`src/rtl/pcam_pkg.sv`:
```
package pcam_pkg;
   localparam int EXT_ONES = 0;
   localparam int EXT_BXOR = 1;

   typedef enum logic [1:0] {
      ST_IDLE  = 2'd0,
      ST_PARAM = 2'd1,
      ST_DATA  = 2'd2,
      ST_DONE  = 2'd3
   } seek_state_t;
endpackage

```
`src/rtl/pcam_extract.sv`:
```
module pcam_extract #(
   parameter int DATA_W = 14,
   parameter int PAR_W  = 4,
   parameter int MODE   = pcam_pkg::EXT_BXOR
) (
   input  logic [DATA_W-1:0] din,
   output logic [PAR_W-1:0]  sig
);
   generate
      if (MODE == pcam_pkg::EXT_ONES) begin : g_ones
         if (DATA_W >= (1 << PAR_W) - 1) begin : g_bad_ones
            $error("population count would reach the reserved code");
         end
         always_comb begin
            sig = '0;
            for (int i = 0; i < DATA_W; i++)
               sig = sig + PAR_W'(din[i]);
         end
      end else begin : g_bxor
         if (DATA_W != 14 || PAR_W != 4) begin : g_bad_bxor
            $error("block parity layout needs 14 data bits and 4 signature bits");
         end
         logic [3:0] fold;
         assign fold = {^din[13:10], ^din[9:6], ^din[5:3], ^din[2:0]};
         assign sig  = (fold == 4'hF) ? din[13:10] : fold;
      end
   endgenerate
endmodule

```
`src/rtl/pcam_store.sv`:
```
module pcam_store #(
   parameter int DEPTH  = 8,
   parameter int DATA_W = 14,
   parameter int PAR_W  = 4,
   localparam int AW    = $clog2(DEPTH)
) (
   input  logic              clk,
   input  logic              rst_n,
   input  logic              we,
   input  logic [AW-1:0]     waddr,
   input  logic [DATA_W-1:0] wdata,
   input  logic [PAR_W-1:0]  wsig,
   output logic [DATA_W-1:0] data_q [DEPTH],
   output logic [PAR_W-1:0]  sig_q  [DEPTH]
);
   generate
      for (genvar e = 0; e < DEPTH; e++) begin : g_ent
         always_ff @(posedge clk or negedge rst_n) begin
            if (!rst_n) begin
               data_q[e] <= '0;
               sig_q[e]  <= '1;
            end else if (we && waddr == AW'(e)) begin
               data_q[e] <= wdata;
               sig_q[e]  <= wsig;
            end
         end
      end
   endgenerate
endmodule

```
`src/rtl/pcam_seek.sv`:
```
module pcam_seek #(
   parameter int DEPTH  = 8,
   parameter int DATA_W = 14,
   parameter int PAR_W  = 4,
   localparam int AW    = $clog2(DEPTH),
   localparam int CW    = $clog2(DEPTH + 1)
) (
   input  logic              clk,
   input  logic              rst_n,
   input  logic              start,
   input  logic [DATA_W-1:0] key_in,
   input  logic [PAR_W-1:0]  key_sig_in,
   input  logic [DATA_W-1:0] data_q [DEPTH],
   input  logic [PAR_W-1:0]  sig_q  [DEPTH],
   output logic              idle,
   output logic              done,
   output logic              hit,
   output logic [AW-1:0]     addr,
   output logic [CW-1:0]     cmps
);
   import pcam_pkg::*;

   seek_state_t       state;
   logic [DATA_W-1:0] key;
   logic [PAR_W-1:0]  key_sig;
   logic [DEPTH-1:0]  cand, cand_rest, sig_eq;
   logic [AW-1:0]     pick;

   generate
      for (genvar e = 0; e < DEPTH; e++) begin : g_cmp
         assign sig_eq[e] = (sig_q[e] == key_sig);
      end
   endgenerate

   always_comb begin
      pick = '0;
      for (int i = DEPTH - 1; i >= 0; i--)
         if (cand[i]) pick = AW'(i);
      cand_rest       = cand;
      cand_rest[pick] = 1'b0;
   end

   always_ff @(posedge clk or negedge rst_n) begin
      if (!rst_n) begin
         state   <= ST_IDLE;
         key     <= '0;
         key_sig <= '1;
         cand    <= '0;
         hit     <= 1'b0;
         addr    <= '0;
         cmps    <= '0;
      end else begin
         case (state)
            ST_IDLE: if (start) begin
               key     <= key_in;
               key_sig <= key_sig_in;
               state   <= ST_PARAM;
            end
            ST_PARAM: begin
               cand  <= sig_eq;
               hit   <= 1'b0;
               addr  <= '0;
               cmps  <= '0;
               state <= (|sig_eq) ? ST_DATA : ST_DONE;
            end
            ST_DATA: begin
               cand <= cand_rest;
               cmps <= cmps + CW'(1);
               if (!hit && data_q[pick] == key) begin
                  hit  <= 1'b1;
                  addr <= pick;
               end
               if (cand_rest == '0) state <= ST_DONE;
            end
            default: state <= ST_IDLE;
         endcase
      end
   end

   assign idle = (state == ST_IDLE);
   assign done = (state == ST_DONE);
endmodule

```
`src/rtl/pcam_filter.sv`:
```
module pcam_filter #(
   parameter int DEPTH  = 8,
   parameter int DATA_W = 14,
   parameter int PAR_W  = 4,
   parameter int MODE   = pcam_pkg::EXT_BXOR,
   localparam int AW    = $clog2(DEPTH),
   localparam int CW    = $clog2(DEPTH + 1)
) (
   input  logic              clk,
   input  logic              rst_n,
   input  logic              wr_en,
   input  logic [AW-1:0]     wr_addr,
   input  logic [DATA_W-1:0] wr_data,
   input  logic              srch_valid,
   input  logic [DATA_W-1:0] srch_data,
   output logic              srch_ready,
   output logic              res_valid,
   output logic              res_hit,
   output logic [AW-1:0]     res_addr,
   output logic [CW-1:0]     res_cmps
);
   generate
      if (DEPTH < 2 || DEPTH > 256) begin : g_bad_depth
         $error("DEPTH must lie in 2..256");
      end
      if (MODE != pcam_pkg::EXT_ONES && MODE != pcam_pkg::EXT_BXOR) begin : g_bad_mode
         $error("MODE selects no known signature function");
      end
   endgenerate

   logic [PAR_W-1:0]  wr_par, srch_par;
   logic [DATA_W-1:0] data_q [DEPTH];
   logic [PAR_W-1:0]  sig_q  [DEPTH];
   logic              idle;

   pcam_extract #(.DATA_W(DATA_W), .PAR_W(PAR_W), .MODE(MODE)) u_ext_wr (
      .din(wr_data), .sig(wr_par));

   pcam_extract #(.DATA_W(DATA_W), .PAR_W(PAR_W), .MODE(MODE)) u_ext_key (
      .din(srch_data), .sig(srch_par));

   pcam_store #(.DEPTH(DEPTH), .DATA_W(DATA_W), .PAR_W(PAR_W)) u_store (
      .clk(clk), .rst_n(rst_n), .we(wr_en && idle), .waddr(wr_addr),
      .wdata(wr_data), .wsig(wr_par), .data_q(data_q), .sig_q(sig_q));

   pcam_seek #(.DEPTH(DEPTH), .DATA_W(DATA_W), .PAR_W(PAR_W)) u_seek (
      .clk(clk), .rst_n(rst_n), .start(srch_valid), .key_in(srch_data),
      .key_sig_in(srch_par), .data_q(data_q), .sig_q(sig_q), .idle(idle),
      .done(res_valid), .hit(res_hit), .addr(res_addr), .cmps(res_cmps));

   assign srch_ready = idle;
endmodule

```
`config.mk`:
```
export PLATFORM = sky130hd
export DESIGN_NAME = pcam_filter
export DESIGN_NICKNAME = d
export VERILOG_FILES = /design/src/rtl/pcam_pkg.sv /design/src/rtl/pcam_extract.sv /design/src/rtl/pcam_store.sv /design/src/rtl/pcam_seek.sv /design/src/rtl/pcam_filter.sv
export SDC_FILE = /design/constraint.sdc
export NUM_CORES = 1
export LEC_CHECK = 0
export ABC_AREA = 0
export BUFFER_PORTS_ARGS = -buffer_cell sky130_fd_sc_hd__buf_2
export CAP_MARGIN = 15
export CELL_PAD_IN_SITES_DETAIL_PLACEMENT = 0
export CELL_PAD_IN_SITES_GLOBAL_PLACEMENT = 2
export CORE_MARGIN = 2
export CORE_UTILIZATION = 36
export CTS_BUF_LIST = sky130_fd_sc_hd__clkbuf_4
export DETAILED_ROUTE_END_ITERATION = 12
export GPL_TIMING_DRIVEN = 1
export HOLD_SLACK_MARGIN = 0.08
export PLACE_DENSITY_LB_ADDON = 0.25
export SLEW_MARGIN = 25
export SYNTH_ARGS = -nofsm -noshare
export SYNTH_HDL_FRONTEND = slang
export SYNTH_SLANG_ARGS = --single-unit
export TNS_END_PERCENT = 20
```
`constraint.sdc`:
```
create_clock -name clk -period 2.54 [get_ports clk]
set_input_delay 0.762 -clock clk [delete_from_list [all_inputs] [get_ports clk]]
set_output_delay 0.762 -clock clk [all_outputs]
set_load 0.01 [all_outputs]
```
==> results by group, run 1 <==
Clock tree
  – # hold bufs at CTS: 0
  – CTS tree: built
  – Clk root buf: clkbuf_4
  – Clock buffer count from CTS: 17
  – H-tree depth: 4
  – Clock buffer depth: 2
  – Clock insertion delay at the later pin of the skew report: 0.59 ns
  – TritonCTS Sinks: 180
  – Clock slew at reported path FFs: 0.17 ns

Worst setup path
  – Arrival time worst endpoint: 3.17 ns
  – CP max stage cell: or4_4
  – Crit path max-delay family: simple AND/OR/NAND/NOR gates
  – CP bufs+invs: 1
  – Startpoint Class: flip-flop
  – Crit path largest cell delay: 0.58 ns
  – Reg2Reg Launch Point: u_seek.cand[3]$_DFFE_PN0P_
  – CP max FO: 6
  – Critical path launch point: u_seek.cand[3]$_DFFE_PN0P_
  – Crit path kind: reg2reg
  – Crit-path cells: or4_4, buf_4, a211oi_2, a22oi_1, o311a_1, a21boi_1, xor2_1, nor4_4, nand4_4, mux2i_1
  – Setup crit end kind: flip-flop
  – Worst Path Required: 3.03 ns

Drt
  – DRT iter0 DRCs: 344
  – Post-route DRC: 0
  – Pre-antenna DRT Iters: 4
  – ANT nets after route: 0
  – Routed length per instance: 19.8 µm
  – Routed wire length: 27,900 µm
  – Post-DR vias/cell: 4.93
  – Vias after detailed routing: 6,962

Flow run
  – Max Cap Viol: 0

Global route
  – Aggregate global-route resource usage: 0.223
  – Pin count of the biggest net entering global routing: 52
  – Initial antenna violation count: 1
  – Wire length of the first global-routing pass: 43,300 µm
  – Vias in the first global route: 7,009
  – Remaining Overflow, GRT: 0

Cells and area
  – Layout Nets: 1,113
  – Util after Layout: 0.438
  – Post-route cell area: 10,600 µm²
  – Area Growth Syn to Fin: 19.7%
  – Layout cells sized above 1: 0.280

Die
  – Rows: 57
  – Area of the die: 26,000 µm²
  – Die Wd: 161 µm
  – Initial Util: 0.366
  – # IOs: 45
  – Die Span Y: 161 µm
  – Core footprint: 24,300 µm²

Synth
  – Cell area after synthesis: 8900 µm²
  – Mapped Nets: 1,007
  – Area contributors post-synth: dfrtp_1 41%, nand2_1 15%, dfstp_2 11%
  – Synth unique cells: 62
  – Synthesis Warnings: 0
  – Avg Cell Area, Syn: 9.20 µm²
  – Prevailing post-synth register cell: dfrtp_1
  – Async SR Flop Fraction: 1.00
  – Post-synthesis sequential area ratio: 0.511
  – Synth Register Bits: 180
  – Syn Inst Count: 967
  – Post-synth top area share: 0.405
  – Area leader, netlist: dfrtp_1
  – Number of synthesized flops with an enable pin: 0

Power and ir drop
  – Pwr Density: 1450 nW/µm²
  – Max IR drop VDD: 473 µV
  – Leakage: 5.11 nW

STA
  – Final Setup Violations: 4
  – Worst Tran Pin Value: 0.631 ns
  – Minimum clock period: 2.68 ns
  – RSZ-0062 raised after global routing: yes
  – Fin Hold WS: 0.104 ns
  – Worst slew margin: 0.575
  – Final Skew: 0.0213 ns
  – Hold Vio Cnt, Final: 0
  – Max Freq: 373 MHz
  – Crit share post-route: 1.05
  – Worst setup margin: -0.139 ns
  – Final number of max-transition violations: 0

Placement
  – Dpl ws: -0.231 ns
  – Placed Area: 10,100 µm²
  – Port Buffers: 44
  – Final Wtd Congestion: 0.866
  – Dpl hpwl: 20,400 µm

Run status
  – Status: finished with violations
  – Failing checks: negative setup slack

Min path
  – HP Class: in2async
through the flow:
step	std cells	power [W]	setup TNS, ns
detailed placement	1375	0.0129	-0.789
CTS	1408	0.0150	-0.550
floorplan	967	0.00986	-0.00126
global route	1411	0.0166	-0.798
finish	1411	0.0154	-0.426
global placement	1375	0.0129	-0.500
registers in the layout, indices dropped and copies added (netlist names):
| signal | flops |
|---|---|
| u_seek.key | 14 |
| u_store.data_q | 112 |
| u_seek.hit | 1 |
| u_seek.addr | 3 |
| u_seek.cmps | 4 |
| u_seek.key_sig | 4 |
| u_seek.cand | 8 |
| u_seek.state | 2 |
| u_store.sig_q | 32 |
power breakdown:
group	leakage [nW]	total, W	internal [W]	switching (W)
Sequential	2.21	0.00532	0.00433	0.000994
Combinational	2.72	0.00818	0.00382	0.00436
Clock	0.177	0.00190	0.000730	0.00117
Total	5.11	0.0154	0.00888	0.00652
cells in the mapped netlist (all sizes together) (7+ instances only):
cell    count
a211oi      9
a21oi      21
a22oi       7
clkbuf     58
dfrtp     144
dfstp      36
inv        14
mux2       50
mux2i       9
nand2     352
nand3      10
nor2       26
nor3        7
nor4       12
o21ai      45
o22ai      17
xnor2      24
xor2       40
kinds of logic after synthesis:
| family | after synthesis | synth area share |
|---|---|---|
| buffers and inverters | 79 | 0.0350 |
| muxes | 59 | 0.0734 |
| adders and majority gates | 6 | 0.00816 |
| xor gates and xnor gates | 64 | 0.0630 |
| DFF | 180 | 0.511 |
| AOI/OAI and AO/OA | 137 | 0.100 |
| and+or+nand+nor | 442 | 0.209 |
worst paths after layout:
check	to	slack [ns]	cells past startpoint
max reg2reg	u_seek.addr[0]$_DFFE_PN0P_	-0.14	10
min reg2reg	u_store.sig_q[19]$_DFFE_PN1P_	0.48	2
max in group asynchronous	u_store.sig_q[17]$_DFFE_PN1P_	1.74	2
max	u_seek.addr[0]$_DFFE_PN0P_	-0.14	10
min	u_seek.cmps[3]$_DFFE_PN0P_	0.10	1
min in group clk	u_seek.key[9]$_DFFE_PN0P_	0.41	2
metal layers:
| metal | GRT usage | share of wire | vias up |
|---|---|---|---|
| li1 | - | - | 3430 |
| met3 | 0.0354 | 0.023 | 22 |
| met1 | 0.314 | 0.49 | 3426 |
| met2 | 0.361 | 0.47 | 84 |
| met5 | 0 | 0 | - |
| met4 | 0.0528 | 0.016 | 0 |
cell usage in the layout (no fill, tap or decap), types with 5 or more instances in the layout:
master | Yosys | layout
mux2_2 | 49 | 48
a211oi_1 | 9 | 7
dfstp_2 | 36 | 36
nand3_1 | 10 | 10
xnor2_1 | 24 | 24
o22ai_1 | 17 | 17
o221ai_1 | 6 | 6
buf_4 | 1 | 103
a22oi_1 | 7 | 5
nor2_1 | 25 | 25
o21ai_0 | 45 | 42
nand2b_1 | 5 | 5
dfrtp_1 | 144 | 144
nor2b_1 | 5 | 5
nand2_1 | 352 | 351
a21oi_1 | 21 | 19
mux2i_1 | 9 | 9
buf_2 | 3 | 43
inv_1 | 14 | 14
nor4_1 | 10 | 10
clkbuf_4 | 0 | 17
xor2_1 | 40 | 39
area by class of cell:
cell class | count | area (µm²)
repair buffers | 151 | 1080
clock inverters | 15 | 216
clock buffers | 17 | 128
flip-flops and latches | 180 | 4550
multi-input cells | 708 | 4210
well taps | 324 | 405
fillers | 2421 | 13700
inverters | 15 | 56.3
diodes | 1 | 2.50
timing repair:
item	CTS	global route
endpoints found under the setup margin	4	7
pin swaps	4	5
setup buffers	1	2
gates resized for setup	6	17
(Power assumes the default switching activity.)
==> inputs of run 2 (changes only) <==
- GPL_TIMING_DRIVEN: 1 -> 0
- RECOVER_POWER: not set -> 50
==> run 2 against run 1 <==
Effect of this change:
- the run still ends with negative setup slack left
- die area is the same
- via count increased by 1.6%
- critical path depth up 1
- clock power shrank 10%
- setup slack worse by 0.22 ns
- sequential cell count unchanged
- total power is 1.9% higher
- non-clock buffer count fell by 30
- cell area is 1.7% lower
- critical path type unchanged
- critical endpoint is now u_seek.addr[1]$_DFFE_PN0P_
- largest cell class unchanged
- largest power group unchanged
- highest routed layer unchanged
==> results by group, run 2 (synthesized netlist as in run 1, its figures left out) <==
Flow run
  – Max Cap Viol: 0 (unchanged)

Worst setup path
  – CP max stage cell: or4_4 (unchanged)
  – CP bufs+invs: 3 (was 1)
  – Reg2Reg Launch Point: u_seek.cand[2]$_DFFE_PN0P_ (was u_seek.cand[3]$_DFFE_PN0P_)
  – Crit path largest cell delay: 0.56 ns (was 0.58 ns)
  – Startpoint Class: flip-flop (unchanged)
  – Arrival time worst endpoint: 3.41 ns (was 3.17 ns)
  – CP most frequent cell: buf_4
  – Setup crit end kind: flip-flop (unchanged)
  – Crit path kind: reg2reg (unchanged)
  – Crit-path cells: buf_6, or4_4, nor3_4, buf_4, buf_4, a22o_1, a211oi_2, xnor2_1, and4_1, nand4_2, mux2i_1 (was or4_4, buf_4, a211oi_2, a22oi_1, o311a_1, a21boi_1, xor2_1, nor4_4, nand4_4, mux2i_1)
  – Critical path launch point: u_seek.cand[2]$_DFFE_PN0P_ (was u_seek.cand[3]$_DFFE_PN0P_)
  – CP max FO: 6 (unchanged)
  – Crit path max-delay family: simple AND/OR/NAND/NOR gates (unchanged)
  – Worst Path Required: 3.05 ns (was 3.03 ns)

Power and ir drop
  – Leakage: 4.87 nW (was 5.11 nW)
  – Max IR drop VDD: 498 µV (was 473 µV)
  – Pwr Density: 1500 nW/µm² (was 1450 nW/µm²)
  – Overall power: 0.0157 W (was 0.0154 W)

Die
  – Rows: 57 (unchanged)
  – Die Wd: 161 µm (unchanged)
  – Core footprint: 24,300 µm² (unchanged)
  – Initial Util: 0.366 (unchanged)
  – Die Span Y: 161 µm (unchanged)
  – Area of the die: 26,000 µm² (unchanged)
  – # IOs: 45 (unchanged)

Min path
  – HP Class: in2reg (was in2async)
  – Min-delay src: srch_data[8]

Clock tree
  – Clock insertion delay at the later pin of the skew report: 0.60 ns (was 0.59 ns)
  – H-tree depth: 4 (unchanged)
  – TritonCTS Sinks: 180 (unchanged)
  – Clock buffer count from CTS: 17 (unchanged)
  – CTS tree: built (unchanged)
  – Clk root buf: clkbuf_4 (unchanged)
  – Clock slew at reported path FFs: 0.16 ns (was 0.17 ns)
  – Clock buffer depth: 2 (unchanged)

STA
  – Final Skew: 0.0260 ns (was 0.0213 ns)
  – Final Setup Violations: 42 (was 4)
  – Worst setup margin: -0.357 ns (was -0.139 ns)
  – Worst slew margin: 0.211 (was 0.575)
  – Max Freq: 345 MHz (was 373 MHz)
  – Hold Vio Cnt, Final: 0 (unchanged)
  – Final number of max-transition violations: 0 (unchanged)
  – RSZ-0062 raised after global routing: yes (unchanged)
  – Minimum clock period: 2.90 ns (was 2.68 ns)
  – Worst Tran Pin Value: 1.18 ns (was 0.631 ns)
  – TNS Setup: -4.03 ns (was -0.426 ns)
  – Crit share post-route: 1.14 (was 1.05)

Drt
  – ANT nets after route: 0 (unchanged)
  – Routed length per instance: 21.1 µm (was 19.8 µm)
  – DRT iter0 DRCs: 452 (was 344)
  – Post-DR vias/cell: 5.12 (was 4.93)
  – Routed wire length: 29,100 µm (was 27,900 µm)
  – Vias after detailed routing: 7,074 (was 6,962)
  – Pre-antenna DRT Iters: 8 (was 4)
  – Post-route DRC: 0 (unchanged)

Global route
  – Aggregate global-route resource usage: 0.230 (was 0.223)
  – Remaining Overflow, GRT: 0 (unchanged)
  – Vias in the first global route: 6,891 (was 7,009)
  – Pin count of the biggest net entering global routing: 80 (was 52)
  – Wire length of the first global-routing pass: 43,900 µm (was 43,300 µm)
  – Initial antenna violation count: 1 (unchanged)

Cells and area
  – Most common cell after layout, fill and taps aside: nand2_1 (unchanged)
  – Non-Filler Instances: 1,381 (was 1,411)
  – Layout Nets: 1,083 (was 1,113)
  – Multi-input logic area: 4370 µm² (was 4210 µm²)
  – Area Growth Syn to Fin: 17.7% (was 19.7%)
  – Leading registers by flop count: u_store.data_q (112), u_store.sig_q (32), u_seek.key (14) (unchanged)
  – Reg area: 4550 µm² (about the same)
  – Max FFs per register: 112 (unchanged)
  – Layout cells sized above 1: 0.251 (was 0.280)
  – Most frequent cells in the layout: 349 x nand2_1, 140 x dfrtp_1, 48 x mux2_2, 39 x xor2_1, 38 x o21ai_0 (was 351 x nand2_1, 144 x dfrtp_1, 103 x buf_4, 48 x mux2_2, 43 x buf_2)
  – Biggest register: u_store.data_q (unchanged)
  – Filler instances: 2,477 (was 2,421)

Placement
  – Final Wtd Congestion: 0.804 (was 0.866)
  – Dpl ws: -0.839 ns (was -0.231 ns)
  – DP Cell Count: 1,322 (was 1,375)
  – Port Buffers: 29 (was 44)
  – Dpl hpwl: 20,400 µm (about the same)

Run status
  – Status: finished with violations (unchanged)
  – Failing checks: negative setup slack (unchanged)
run 2: layout make-up:
type | instances | area share
sequential | 180 | 0.435
multi-input combinational | 708 | 0.417
timing repair buffer | 60 | 0.0436
tap | 324 | 0.0387
buffer | 61 | 0.0315
clock inverter | 13 | 0.0145
clock buffer | 19 | 0.0136
inverter | 15 | 0.00574
antenna | 1 | 0.000239
run 2: path summary, 6_finish.rpt:
path,end,slack (ns),depth (start not counted)
worst max register to register,u_seek.addr[1]$_DFFE_PN0P_,-0.36,11
max in group asynchronous,u_store.data_q[8]$_DFFE_PN0P_,0.24,4
worst max-delay path,u_seek.addr[1]$_DFFE_PN0P_,-0.36,11
min in group asynchronous,u_store.data_q[86]$_DFFE_PN0P_,0.94,2
worst min-delay path,u_seek.key[8]$_DFFE_PN0P_,0.42,2
worst min register to register,u_store.sig_q[19]$_DFFE_PN1P_,0.47,2
run 2: report_power, final:
| group | internal (W) | switching [W] |
|---|---|---|
| logic | 0.00382 | 0.00492 |
| registers | 0.00433 | 0.000929 |
| clock network | 0.000622 | 0.00108 |
| total | 0.00877 | 0.00693 |
run 2: through the flow:
| stage | utilization | hold slack, ns | area [µm²] |
|---|---|---|---|
| 2_1_floorplan | - | 0.440 | 8930 |
| 3_3_place_gp | 0.390 | 0.453 | 9480 |
| 3_5_place_dp | 0.393 | 0.456 | 9550 |
| 4_1_cts | 0.424 | 0.379 | 10300 |
| 5_1_grt | 0.431 | 0.384 | 10500 |
| 6_report | 0.431 | 0.417 | 10500 |
run 2: repair_timing:
| action | CTS | global route |
|---|---|---|
| setup buffers | 16 | 11 |
| hold buffers | 1 | 0 |
| gates cloned | 1 | 0 |
| endpoints found under the hold margin | 16 | 0 |
| gates resized for setup | 74 | 33 |
| pin swaps | 13 | 14 |
| setup endpoints to repair | 67 | 39 |
run 2: worst reg2reg max path, delay by kind of cell (launching register included):
family	cells	cell delay (ns)
simple gates	4	1.25
buf+inv	3	0.43
flops	1	0.40
xor+xnor	1	0.31
mux	1	0.22
compound gates	2	0.21
run 2: layer usage:
layer	wire length (µm)	part of all wire	global-route usage	vias up
li1	-	-	-	3380
met1	14200	0.49	0.333	3527
met2	13200	0.46	0.357	143
met3	1120	0.038	0.0398	24
met4	545	0.019	0.0593	0
met5	0	0	0	-
